--- src/rtl/dqtrig_pkg.sv ---
package dqtrig_pkg;

    localparam int NCH     = 2;
    localparam int MIN_LEN = 2;

    typedef enum logic [1:0] {
        TM_IMMED = 2'd0,
        TM_EDGE  = 2'd1,
        TM_PAT   = 2'd2,
        TM_QUAL  = 2'd3
    } trig_mode_e;

    typedef enum logic [1:0] {
        DQ_GT    = 2'd0,
        DQ_LT    = 2'd1,
        DQ_RANGE = 2'd2
    } dur_op_e;

    localparam logic [1:0] PC_LOW  = 2'b01;
    localparam logic [1:0] PC_HIGH = 2'b10;

    typedef struct packed {
        logic edge_ev;
        logic enter_ev;
        logic exit_ev;
    } evt_s;

    function automatic logic cond_ok(input logic [1:0] cond, input logic bit_v);
        case (cond)
            PC_LOW:  return ~bit_v;
            PC_HIGH: return bit_v;
            default: return 1'b1;
        endcase
    endfunction

endpackage

--- src/rtl/dqtrig_match.sv ---
module dqtrig_match
    import dqtrig_pkg::*;
(
    input  logic             clk,
    input  logic             rst,
    input  logic [NCH-1:0]   cmp,
    input  logic             edge_ch,
    input  logic             edge_fall,
    input  logic [2*NCH-1:0] pat,
    output evt_s             evt,
    output logic             match,
    output logic             match_q
);
    logic [NCH-1:0] cmp_q;
    logic [NCH-1:0] ch_ok;
    logic           cur_b;
    logic           old_b;

    genvar g;
    generate
        for (g = 0; g < NCH; g++) begin : g_ch
            assign ch_ok[g] = cond_ok(pat[2*g +: 2], cmp[g]);
        end
    endgenerate

    assign match = &ch_ok;
    assign cur_b = cmp[edge_ch];
    assign old_b = cmp_q[edge_ch];

    always_ff @(posedge clk) begin
        if (rst) begin
            cmp_q   <= '0;
            match_q <= 1'b0;
        end else begin
            cmp_q   <= cmp;
            match_q <= match;
        end
    end

    always_comb begin
        evt.edge_ev  = edge_fall ? (old_b & ~cur_b) : (~old_b & cur_b);
        evt.enter_ev = match & ~match_q;
        evt.exit_ev  = ~match & match_q;
    end

endmodule

--- src/rtl/dqtrig_dur.sv ---
module dqtrig_dur
    import dqtrig_pkg::*;
#(
    parameter int DW = 8
) (
    input  logic          clk,
    input  logic          rst,
    input  logic          match,
    input  logic          match_q,
    input  logic [1:0]    op,
    input  logic [DW-1:0] lo,
    input  logic [DW-1:0] hi,
    output logic          valid_exit,
    output logic          qual_exit
);
    localparam logic [DW-1:0] CNT_MAX = '1;
    localparam logic [DW-1:0] CNT_ONE = DW'(1);
    localparam logic [DW-1:0] LEN_MIN = DW'(MIN_LEN);

    logic [DW-1:0] dur_cnt;
    logic          crit;

    // Run length of the current pattern; restarts at 1 on entry.
    always_ff @(posedge clk) begin
        if (rst)                   dur_cnt <= '0;
        else if (!match)           dur_cnt <= '0;
        else if (!match_q)         dur_cnt <= CNT_ONE;
        else if (dur_cnt != CNT_MAX) dur_cnt <= dur_cnt + CNT_ONE;
    end

    always_comb begin
        case (dur_op_e'(op))
            DQ_GT:    crit = (dur_cnt > lo);
            DQ_LT:    crit = (dur_cnt < lo);
            DQ_RANGE: crit = (dur_cnt >= lo) && (dur_cnt <= hi);
            default:  crit = 1'b0;
        endcase
    end

    assign valid_exit = match_q && !match && (dur_cnt >= LEN_MIN);
    assign qual_exit  = valid_exit && crit;

    p_len_restart_r7: assert property (@(posedge clk) disable iff (rst)
        (match && !match_q) |=> (dur_cnt == CNT_ONE));

endmodule

--- src/rtl/dqtrig_seq.sv ---
module dqtrig_seq
    import dqtrig_pkg::*;
#(
    parameter int CW          = 20,
    parameter int AUTO_CYCLES = 50_000_000
) (
    input  logic          clk,
    input  logic          rst,
    input  logic          arm,
    input  logic [1:0]    mode,
    input  logic          pat_exit,
    input  logic [CW-1:0] nth,
    input  logic          auto_en,
    input  evt_s          evt,
    input  logic          qual_exit,
    input  logic          valid_exit,
    output logic          trig,
    output logic          trig_auto
);
    localparam int            AW      = $clog2(AUTO_CYCLES + 1);
    localparam logic [AW-1:0] AUTO_LAST = AW'(AUTO_CYCLES - 1);
    localparam logic [AW-1:0] AUTO_ONE  = AW'(1);
    localparam logic [CW:0]   EV_ONE  = (CW+1)'(1);

    logic          armed;
    logic [CW-1:0] ev_cnt;
    logic [AW-1:0] auto_cnt;
    logic          hit;
    logic          first;
    logic [CW:0]   target;
    logic [CW:0]   nxt_cnt;
    logic          auto_hit;

    assign first    = (ev_cnt == '0);
    assign target   = (nth == '0) ? EV_ONE : {1'b0, nth};
    assign nxt_cnt  = {1'b0, ev_cnt} + EV_ONE;
    assign auto_hit = auto_en && (auto_cnt == AUTO_LAST);

    always_comb begin
        case (trig_mode_e'(mode))
            TM_IMMED: hit = 1'b1;
            TM_EDGE:  hit = evt.edge_ev;
            TM_PAT:   hit = pat_exit ? evt.exit_ev : evt.enter_ev;
            default:  hit = first ? qual_exit : valid_exit;
        endcase
    end

    always_ff @(posedge clk) begin
        if (rst) begin
            armed     <= 1'b0;
            ev_cnt    <= '0;
            auto_cnt  <= '0;
            trig      <= 1'b0;
            trig_auto <= 1'b0;
        end else begin
            trig      <= 1'b0;
            trig_auto <= 1'b0;
            if (arm) begin
                armed    <= 1'b1;
                ev_cnt   <= '0;
                auto_cnt <= '0;
            end else if (armed) begin
                if (hit && (nxt_cnt >= target)) begin
                    armed <= 1'b0;
                    trig  <= 1'b1;
                end else if (auto_hit) begin
                    armed     <= 1'b0;
                    trig      <= 1'b1;
                    trig_auto <= 1'b1;
                end else begin
                    if (hit)
                        ev_cnt <= nxt_cnt[CW-1:0];
                    if (auto_cnt != AUTO_LAST)
                        auto_cnt <= auto_cnt + AUTO_ONE;
                end
            end
        end
    end

    p_single_pulse_r10: assert property (@(posedge clk) disable iff (rst)
        trig |=> !trig);

    p_fire_disarms_r10: assert property (@(posedge clk) disable iff (rst)
        trig |-> !armed);

    p_fire_from_armed_r2: assert property (@(posedge clk) disable iff (rst)
        trig |-> $past(armed));

    p_auto_flag_r9: assert property (@(posedge clk) disable iff (rst)
        trig_auto |-> trig);

    p_count_bound_r8: assert property (@(posedge clk) disable iff (rst)
        armed |-> (nxt_cnt <= target));

endmodule

--- src/rtl/dqtrig_top.sv ---
module dqtrig_top
    import dqtrig_pkg::*;
#(
    parameter int DW          = 8,
    parameter int CW          = 20,
    parameter int AUTO_CYCLES = 50_000_000
) (
    input  logic             clk,
    input  logic             rst,
    input  logic             arm,
    input  logic [NCH-1:0]   cmp,
    input  logic [1:0]       cfg_mode,
    input  logic             cfg_edge_ch,
    input  logic             cfg_edge_fall,
    input  logic [2*NCH-1:0] cfg_pat,
    input  logic             cfg_pat_exit,
    input  logic [1:0]       cfg_dur_op,
    input  logic [DW-1:0]    cfg_dur_lo,
    input  logic [DW-1:0]    cfg_dur_hi,
    input  logic [CW-1:0]    cfg_nth,
    input  logic             cfg_auto_en,
    output logic             trig,
    output logic             trig_auto
);
    evt_s evt;
    logic match;
    logic match_q;
    logic valid_exit;
    logic qual_exit;

    dqtrig_match u_match (
        .clk       (clk),
        .rst       (rst),
        .cmp       (cmp),
        .edge_ch   (cfg_edge_ch),
        .edge_fall (cfg_edge_fall),
        .pat       (cfg_pat),
        .evt       (evt),
        .match     (match),
        .match_q   (match_q)
    );

    dqtrig_dur #(.DW(DW)) u_dur (
        .clk        (clk),
        .rst        (rst),
        .match      (match),
        .match_q    (match_q),
        .op         (cfg_dur_op),
        .lo         (cfg_dur_lo),
        .hi         (cfg_dur_hi),
        .valid_exit (valid_exit),
        .qual_exit  (qual_exit)
    );

    dqtrig_seq #(.CW(CW), .AUTO_CYCLES(AUTO_CYCLES)) u_seq (
        .clk        (clk),
        .rst        (rst),
        .arm        (arm),
        .mode       (cfg_mode),
        .pat_exit   (cfg_pat_exit),
        .nth        (cfg_nth),
        .auto_en    (cfg_auto_en),
        .evt        (evt),
        .qual_exit  (qual_exit),
        .valid_exit (valid_exit),
        .trig       (trig),
        .trig_auto  (trig_auto)
    );

endmodule

--- config.mk ---
export PLATFORM = sky130hd
export DESIGN_NAME = dqtrig_top
export DESIGN_NICKNAME = d
export VERILOG_FILES = /design/src/rtl/dqtrig_pkg.sv /design/src/rtl/dqtrig_match.sv /design/src/rtl/dqtrig_dur.sv /design/src/rtl/dqtrig_seq.sv /design/src/rtl/dqtrig_top.sv
export SDC_FILE = /design/constraint.sdc
export NUM_CORES = 1
export LEC_CHECK = 0
export BUFFER_PORTS_ARGS = -buffer_cell sky130_fd_sc_hd__clkbuf_2
export CAP_MARGIN = 20
export CORE_MARGIN = 2
export CORE_UTILIZATION = 58
export DETAILED_ROUTE_END_ITERATION = 8
export PLACE_DENSITY = 0.8
export SLEW_MARGIN = 20
export SYNTH_ARGS = -nofsm -noshare
export SYNTH_HDL_FRONTEND = slang
export SYNTH_SLANG_ARGS = --single-unit
--- constraint.sdc ---
create_clock -name clk -period 7.9 [get_ports clk]
set_input_delay 0.395 -clock clk [delete_from_list [all_inputs] [get_ports clk]]
set_output_delay 0.395 -clock clk [all_outputs]
set_load 0.02 [all_outputs]
==> results.ini, run 1 <==
[status]
outcome=finished clean

[sta]
final_max_slew_viol_count=0
relSlewSlack_pct=43.9
fin_skew_ns=0.00684
post-route-min-period_ns=4.66
hold_ws_ns=0.338
max_freq_mhz=214
rsz0062_at_grt=no
timing.setup.tns_ns=0
setup_viol=0
worst_pin_slew_ns=0.841
period_share_pct=59.0
hold_viol_final=0

[clocking]
clock_latency_ns=0.34
cts_hold_buffers=0
h-tree-depth=3
cts_buffers=9
clock_sinks=60
root_buffer=clkbuf_8
post_cts_buffers=0
ctsResizeCount=0
clkTransAtPathRegs_ns=0.07
cts_tree=built
clock_path_buffers=2

[placement]
post-dp-hpwl_um=7770
gp_congestion=0.869
port_buffers=54
place_area_um2=4730

[synth]
async_reset_ff_share_pct=0
syn-cell-area_um2=4430
ys.flop_type=dfxtp_1
syn_inst=565
yosys_warnings=0
ys_types=59
synth_area_per_cell_um2=7.84
synth_edf_count=0
synth_nets=663
synth_seq_area_share_pct=27.1
ys_seq_elements=60

[power]
comb_power_share_pct=12.2
static-leakage-power_uw=0.00212
switching_share_pct=26.9
vdd_ir_drop_max_v=0.000134
power.switching_uw=166
power_density_nw_per_um2=126
seqPwrFrac_pct=49.9
p_int_uw=450
p_clk_share_pct=37.8

[route]
first_pass_iters=6
wire_per_inst_um=14.7
antenna_left=0
viasPerCell=6.22
drc=0
wl_um=10500
drtIter0Drc=254
via_count=4422

[critical_path]
end_kind=flop
critical_path.max_fanout=17
required_ns=8.16
critPathKind=flop to flop
crit_path_start_kind=flop
arrival_ns=4.92

[global_routing]
grt_max_degree=50
grt_overflow_total=0
grt_pass1_wl_um=17900
antenna_found_initial=0
grt_pass1_vias=4154
grt_usage_pct=25.8

[cells_and_area]
fin_nets=707
final_common_cell=dfxtp_1
syn_to_final_growth_pct=10.4
layout_common_cells=60 x dfxtp_1, 54 x clkbuf_2, 49 x inv_1
num_antenna_cells=0
finalInstanceArea_um2=4890
finalCoreUtilization_pct=66.7
drive_gt1_share_pct=14.7
fillerInstances=655

[die]
coreArea_um2=7330
start_util_pct=60.5
fp.dieArea_um2=8360
rows=31
die_h_um=91.4
die_x_um=91.4
num_io_pins=55

[job]
drv_cap=0

[worst_hold_path]
hold_class=primary input to flop

## layer usage
layer	vias to the layer above	GRT usage (%)	routed length [um]
met5	-	0	0
met4	0	8.71	245
met3	21	4.73	469
met2	115	46.0	5000
met1	2100	31.0	4760
li1	2186	-	-
## critical path, cell delays in order (launching register included)
cell and delay (ns):
dfxtp_1 0.41, ha_1 0.25, and3_1 0.31, nand3_1 0.21
nor2_1 0.32, and3_1 0.28, xnor2_1 0.15, ha_1 0.27
a21o_1 0.18, a221o_1 0.36, a31oi_1 0.17, a311oi_1 0.12
nor2_2 0.29, nand3_1 0.51, or4_1 0.58, a21oi_1 0.17
## cells in the mapped netlist (all sizes together) (3+ instances only)
cell	count	area, um^2
mux2i	3	30.0
or3	21	136
nor3	8	40.0
a21o	6	45.0
xnor2	12	105
clkbuf	17	63.8
xor2	10	87.6
nor2b	5	31.3
inv	49	184
o21ai	29	149
a31o	5	43.8
nor4	15	115
nand3	33	175
a41o	4	40.0
o311ai	5	61.3
nor2	37	141
buf	7	52.5
ha	45	563
o21a	3	22.5
and3	17	116
a21oi	45	225
nand4	21	131
nand2	42	158
dfxtp	60	1200
or4	15	113
o22ai	3	18.8
a31oi	8	50.1
o31ai	12	90.1
o41ai	5	43.8
## per-stage QoR
stage	std cells	total power, uW	setup WS, ns
floorplan	565	362	4.07
global placement	697	385	3.65
detailed placement	697	389	3.39
CTS	711	619	3.33
global route	711	642	2.93
finish	711	616	3.24
## final timing paths
path	from	endpoint	slack [ns]	cells after the start
worst max-delay path	u_seq.ev_cnt[0]$_SDFFE_PP0P_	u_seq.ev_cnt[3]$_SDFFE_PP0P_	3.24	15
worst min-delay path	cmp[0]	u_match.cmp_q[0]$_SDFF_PP0_	0.34	2
worst max register to register	u_seq.ev_cnt[0]$_SDFFE_PP0P_	u_seq.ev_cnt[3]$_SDFFE_PP0P_	3.24	15
worst min register to register	u_seq.auto_cnt[5]$_SDFFE_PP0P_	u_seq.auto_cnt[5]$_SDFFE_PP0P_	0.47	2
## cell type report
type,instances,area [um^2],area share [%]
Multi-Input combinational cell,432,2930,60.0
Sequential cell,60,1200,24.6
Timing Repair Buffer,57,293,5.99
Inverter,49,184,3.76
Clock buffer,11,141,2.89
Tap cell,99,124,2.53
Clock inverter,3,15.0,0.307
## cell families after synthesis
family | after synthesis | share of synthesized area (%)
buffers and inverters | 73 | 6.78
adders and majority gates | 45 | 12.7
xor gates and xnor gates | 22 | 4.35
muxes | 5 | 1.19
DFF | 60 | 27.1
AOI/OAI and AO/OA | 138 | 20.4
and+or+nand+nor | 222 | 27.5
## power groups by stage
stage               Sequential (uW)  Clock, uW  Combinational, uW
finish                          308        233               75.4
global route                    308        249               84.9
CTS                             308        236               74.9
detailed placement              314          0               74.3
global placement                314          0               70.4
floorplan                       314          0               48.3
## flip-flops by register name, indices dropped and copies added, names as in the netlist
name / count
u_dur.dur_cnt: 8
u_seq.auto_cnt: 26
u_match.cmp_q: 2
u_match.match_q: 1
u_seq.armed: 1
u_seq.trig: 1
u_seq.trig_auto: 1
u_seq.ev_cnt: 20
(Power assumes the default switching activity.)
==> run 2: changes to the inputs <==
Clock period 7.9 ns to 4.6 ns, I/O delays scaled along.
==> results.ini, run 2 (same netlist as run 1, synthesis figures left out) <==
[critical_path]
cp_slowest_cell=or4_1
critical_path.max_fanout=49  ; +32
required_ns=4.86  ; -3.30 ns
cp.buffers_inverters=1  ; +1
end_kind=flop
critical-path-top-delay-family=simple AND/OR/NAND/NOR gates
crit_top_cell=ha_1
reg2reg_setup_slack_ns=0.29  ; -2.95 ns
regToRegStartpoint=u_seq.ev_cnt[0]$_SDFFE_PP0P_
arrival_ns=4.57  ; -0.35 ns
max_stage_delay_ns=0.51  ; -0.07 ns
reg2reg_depth=16  ; +1
critPathKind=flop to flop
timing.rr.end=u_seq.auto_cnt[11]$_SDFFE_PP0P_
cp_cell_sequence=ha_1 > and3_2 > nand3_1 > nor2_2 > and3_1 > xnor2_1 > ha_1 > a21o_1 > a221o_1 > a31oi_1 > a311oi_1 > o21ai_1 > o311ai_4 > buf_12 > or4_1 > a21oi_1
crit_path_start_kind=flop

[sta]
worst_pin_slew_ns=0.853  ; +0.0126 ns
period_share_pct=93.8  ; +35 points
fin_skew_ns=0.00347  ; -0.00338 ns
hold_viol_final=0  ; unchanged
timing.setup.tns_ns=0  ; unchanged
final_max_slew_viol_count=0  ; unchanged
fin_ws_ns=0.286  ; -2.95 ns
rsz0062_at_grt=no
setup_viol=0  ; unchanged
max_freq_mhz=232  ; +8.1%
post-route-min-period_ns=4.31  ; -0.351 ns
relSlewSlack_pct=43.1  ; -0.84 points

[global_routing]
grt_usage_pct=25.8  ; about the same
grt_overflow_total=0  ; unchanged
grt_pass1_wl_um=18000  ; +0.96%
grt_pass1_vias=4137  ; -0.41%
grt_max_degree=50  ; unchanged
antenna_found_initial=0  ; unchanged

[die]
die_h_um=91.4  ; unchanged
die_x_um=91.4  ; unchanged
fp.dieArea_um2=8360  ; unchanged
coreArea_um2=7330  ; unchanged
start_util_pct=60.5  ; unchanged
rows=31  ; unchanged
num_io_pins=55  ; unchanged

[route]
wire_per_inst_um=14.6  ; -1.0%
drc=0  ; unchanged
drtIter0Drc=262  ; +3.1%
wl_um=10400  ; -0.46%
via_count=4366  ; -1.3%
first_pass_iters=5  ; -1
antenna_left=0  ; unchanged
viasPerCell=6.11  ; -1.8%

[clocking]
post_cts_buffers=0  ; unchanged
clock_latency_ns=0.34  ; about the same
cts_buffers=9  ; unchanged
h-tree-depth=3  ; unchanged
clkTransAtPathRegs_ns=0.07  ; about the same
clock_sinks=60  ; unchanged
ctsResizeCount=0  ; unchanged
clock_path_buffers=2  ; unchanged
root_buffer=clkbuf_8
cts_hold_buffers=0  ; unchanged
cts_tree=built

[placement]
gp_congestion=0.852  ; -2.0%
port_buffers=54  ; unchanged
post-place-ws_ns=0.224  ; -3.17 ns
place_area_um2=4760  ; +0.58%
dp.cells=699  ; +0.29%
post-dp-hpwl_um=7620  ; -1.9%

[worst_hold_path]
min_to=u_match.cmp_q[1]$_SDFF_PP0_
hold_class=primary input to flop
min_delay_path_depth=2  ; unchanged
min_from=cmp[1]

[cells_and_area]
fillerInstances=586  ; -11%
fin_nets=709  ; +0.28%
drive_gt1_share_pct=15.7  ; +1.0 points
num_antenna_cells=0  ; unchanged
syn_to_final_growth_pct=12.8
finalInstanceArea_um2=5000  ; +2.3%
final_common_cell=dfxtp_1
stdcell_count=715  ; +0.56%
largest_reg_flops=26  ; unchanged
regMostFlops=u_seq.auto_cnt
layout_common_cells=60 x dfxtp_1, 54 x clkbuf_2, 49 x inv_1
reg.largest.list=u_seq.auto_cnt (26), u_seq.ev_cnt (20), u_dur.dur_cnt (8)

[status]
outcome=finished clean

[power]
power_density_nw_per_um2=243  ; +93%
static-leakage-power_uw=0.00217  ; +2.4%
vdd_ir_drop_max_v=0.000221  ; +64%

[job]
drv_cap=0  ; unchanged

[run 2: power by group]
part           leakage [uW]  switching [uW]  total (uW)  internal [uW]
clock              0.000122             209         556            348
combinational       0.00157            81.4         133           51.1
sequential         0.000485            5.27         529            523
[run 2: area by class of cell]
| cell class | count | area [um^2] | area share, % |
|---|---|---|---|
| Inverter | 49 | 184 | 3.68 |
| Clock buffer | 12 | 165 | 3.30 |
| Multi-Input combinational cell | 432 | 2940 | 58.7 |
| Timing Repair Buffer | 59 | 320 | 6.40 |
| Tap cell | 99 | 124 | 2.48 |
| Sequential cell | 60 | 1200 | 24.0 |
| Clock inverter | 4 | 70.1 | 1.40 |
[run 2: routing by layer]
metal	GRT usage, %	wire length, um	part of all wire (%)
met1	33.2	4750	46
met3	4.07	514	4.9
met4	8.96	148	1.4
met5	0	0	0
met2	43.8	5010	48
[run 2: stage by stage]
step	utilization [%]	total power, uW	hold slack, ns
finish	68.2	1220	0.175
detailed placement	64.9	671	0.452
global placement	64.9	665	0.442
global route	68.2	1270	0.177
CTS	68.1	1230	0.163
floorplan	-	622	0.347
[run 2: worst max-delay path by stage]
stage	end	start	slack, ns	cells after the start
floorplan	u_seq.auto_cnt[11]$_SDFFE_PP0P_	u_seq.ev_cnt[0]$_SDFFE_PP0P_	0.77	17
global placement	u_seq.auto_cnt[22]$_SDFFE_PP0P_	u_seq.ev_cnt[0]$_SDFFE_PP0P_	0.48	16
detailed placement	u_seq.auto_cnt[22]$_SDFFE_PP0P_	u_seq.ev_cnt[0]$_SDFFE_PP0P_	0.22	16
CTS	u_seq.auto_cnt[11]$_SDFFE_PP0P_	u_seq.ev_cnt[0]$_SDFFE_PP0P_	0.20	16
global route	u_seq.auto_cnt[16]$_SDFFE_PP0P_	u_seq.ev_cnt[0]$_SDFFE_PP0P_	0.04	16
finish	u_seq.auto_cnt[11]$_SDFFE_PP0P_	u_seq.ev_cnt[0]$_SDFFE_PP0P_	0.29	16
[run 2: worst reg2reg max path: stages, from the launching register on]
cell and delay [ns]:
dfxtp_1 0.42, ha_1 0.26, and3_2 0.27, nand3_1 0.18
nor2_2 0.24, and3_1 0.28, xnor2_1 0.15, ha_1 0.27
a21o_1 0.18, a221o_1 0.35, a31oi_1 0.15, a311oi_1 0.11
o21ai_1 0.32, o311ai_4 0.18, buf_12 0.21, or4_1 0.51
a21oi_1 0.16
==> run 3: changes to the inputs <==
Settings changed: CORE_UTILIZATION 58 to 59, PLACE_DENSITY 0.8 to 0.81, SYNTH_HIERARCHICAL set to 1.
==> results.ini, run 3 <==
[status]
outcome=finished clean

[critical_path]
critPathKind=flop to flop
required_ns=4.87  ; about the same
crit_start=u_seq/ev_cnt[2]$_SDFFE_PP0P_
reg2reg_depth=15  ; -1
reg2reg_setup_slack_ns=0.30  ; about the same
arrival_ns=4.58  ; about the same
cp_slowest_cell=or4_1
regToRegStartpoint=u_seq/ev_cnt[2]$_SDFFE_PP0P_
critical_path.max_fanout=26  ; -47%
end_kind=flop
cp_cell_sequence=nand3_1 > or4_1 > nor2_4 > nand3_2 > or2_1 > xnor2_1 > ha_1 > nand3_1 > nor3_1 > a22oi_1 > o41ai_1 > or4_4 > buf_4 > or4_1 > nand2_1
cp.buffers_inverters=1  ; unchanged
timing.rr.end=u_seq/ev_cnt[18]$_SDFFE_PP0P_
critical-path-top-delay-family=simple AND/OR/NAND/NOR gates
endpoint=u_seq/ev_cnt[18]$_SDFFE_PP0P_
max_stage_delay_ns=0.68  ; +0.17 ns
crit_path_start_kind=flop
crit_cells=15  ; -1

[global_routing]
grt_usage_pct=25.2  ; -0.60 points
grt_pass1_wl_um=17100  ; -4.9%
antenna_found_initial=0  ; unchanged
grt_max_degree=53  ; +6.0%
grt_overflow_total=0  ; unchanged
grt_pass1_vias=3912  ; -5.4%

[cells_and_area]
syn_to_final_growth_pct=12.1
final_common_cell=dfxtp_1
layout_common_cells=60 x dfxtp_1, 57 x a21oi_1, 54 x clkbuf_2
fin_nets=702  ; -0.99%
largest_reg_flops=26  ; unchanged
regMostFlops=u_seq/auto_cnt
drive_gt1_share_pct=15.0  ; -0.78 points
num_antenna_cells=0  ; unchanged
stdcell_count=707  ; -1.1%
reg.largest.list=u_seq/auto_cnt (26), u_seq/ev_cnt (20), u_dur/dur_cnt (8)
fillerInstances=644  ; +9.9%

[synth]
yosys.area.top_type=dfxtp_1
async_reset_ff_share_pct=0  ; unchanged
ys.flop_type=dfxtp_1
synth_top_area_share_pct=27.5  ; +0.44 points
synth_area_leaders=dfxtp_1 28%, ha_1 13%, a21oi_1 6.5%
yosys_warnings=6  ; +6
synth_area_per_cell_um2=7.87  ; +0.37%
synth_common_cells=60 x dfxtp_1, 57 x a21oi_1, 51 x inv_1
synth_edf_count=0  ; unchanged
syn-cell-area_um2=4360  ; -1.6%
ys_seq_elements=60  ; unchanged
synth_seq_area_share_pct=27.5  ; +0.44 points
yosysMostFrequentCell=dfxtp_1
ys_types=56  ; -5.1%
synth_nets=652  ; -1.7%
syn_inst=554  ; -1.9%

[route]
wire_per_inst_um=14.2  ; -2.8%
drc=0  ; unchanged
antenna_left=0  ; unchanged
first_pass_iters=5  ; unchanged
via_count=4230  ; -3.1%
drtIter0Drc=303  ; +16%
wl_um=10000  ; -3.9%
viasPerCell=5.98  ; -2.0%

[worst_hold_path]
hold_class=primary input to flop

[clocking]
ctsResizeCount=0  ; unchanged
clkTransAtPathRegs_ns=0.07  ; about the same
post_cts_buffers=0  ; unchanged
root_buffer=clkbuf_8
clock_latency_ns=0.34  ; about the same
cts_tree=built
clock_sinks=60  ; unchanged
clock_path_buffers=2  ; unchanged
h-tree-depth=3  ; unchanged
cts_buffers=9  ; unchanged
cts_hold_buffers=0  ; unchanged

[sta]
timing.setup.tns_ns=0  ; unchanged
fin_skew_ns=0.00988  ; +0.00641 ns
rsz0062_at_grt=no
relSlewSlack_pct=40.3  ; -2.8 points
period_share_pct=93.6  ; -0.20 points
final_max_slew_viol_count=0  ; unchanged
worst_pin_slew_ns=0.896  ; +0.0422 ns
hold_viol_final=0  ; unchanged
max_freq_mhz=232  ; +0.22%
setup_viol=0  ; unchanged
post-route-min-period_ns=4.30  ; -0.00927 ns

[placement]
post-dp-hpwl_um=7590  ; -0.45%
dp.cells=692  ; -1.0%
gp_congestion=0.913  ; +7.2%
port_buffers=54  ; unchanged

[power]
static-leakage-power_uw=0.00203  ; -6.7%
power_density_nw_per_um2=230  ; -5.5%
vdd_ir_drop_max_v=0.000191  ; -13%

[die]
start_util_pct=60.5  ; about the same
rows=31  ; unchanged
num_io_pins=55  ; unchanged
die_h_um=90.0  ; -1.6%
coreArea_um2=7210  ; -1.6%
die_x_um=90.0  ; -1.6%
fp.dieArea_um2=8100  ; -3.1%

[job]
drv_cap=0  ; unchanged

==> run 3: how the worst min path moves through the flow <==
stage                                                 end  slack, ns  cells after the start                             from
after global placement    u_seq/auto_cnt[23]$_SDFFE_PP0P_       0.46                      2  u_seq/auto_cnt[23]$_SDFFE_PP0P_
final                              u_seq/armed$_SDFF_PP0_       0.17                      3                              arm
after global routing          u_match/cmp_q[1]$_SDFF_PP0_       0.16                      2                           cmp[1]
after detailed placement  u_seq/auto_cnt[15]$_SDFFE_PP0P_       0.47                      2  u_seq/auto_cnt[15]$_SDFFE_PP0P_
after CTS                          u_seq/armed$_SDFF_PP0_       0.16                      3                              arm
after floorplan               u_match/cmp_q[0]$_SDFF_PP0_       0.30                      1                              rst
==> run 3: cell families after synthesis <==
kind of cell / synth area share (%)
adders and majority gates: 12.9
DFF: 27.5
AOI/OAI and AO/OA: 18.3
xor gates and xnor gates: 4.62
and+or+nand+nor: 28.6
muxes: 1.41
buffers and inverters: 6.63
==> run 3: routing by layer <==
layer	track usage, %	share of wire [%]	up-vias
met3	6.71	5.0	23
li1	-	-	2136
met2	42.7	48	112
met5	0	0	-
met1	31.4	45	1959
met4	7.95	2.0	0
==> run 3: per-stage QoR <==
step	setup WS, ns	total power [uW]	hold slack, ns	utilization (%)	instance area (um^2)
6_report	0.295	1130	0.173	67.8	4890
3_5_place_dp	0.239	670	0.471	65.1	4700
3_3_place_gp	0.363	664	0.456	65.1	4700
2_1_floorplan	0.757	622	0.302	-	4360
5_1_grt	0.00149	1180	0.163	67.8	4890
4_1_cts	0.198	1130	0.161	67.7	4890
==> run 3: final cells by class <==
| cell class | count | area [um^2] | share of cell area, % |
|---|---|---|---|
| inverter | 51 | 191 | 3.91 |
| timing repair buffer | 59 | 308 | 6.29 |
| tap | 99 | 124 | 2.53 |
| sequential | 60 | 1200 | 24.6 |
| clock inverter | 4 | 50.0 | 1.02 |
| clock buffer | 11 | 141 | 2.89 |
| multi-input combinational | 423 | 2880 | 58.8 |
==> run 3: worst min-delay path: stages <==
cell and delay, ns:
clkbuf_2 0.12, a21oi_1 0.05, nor2_1 0.08
==> run 3: where the power goes <==
part,leakage [uW],switching [uW],internal [uW],total (uW)
Combinational,0.00145,77.7,53.6,131
Sequential,0.000485,5.29,524,529
Clock,0.0000914,204,261,465
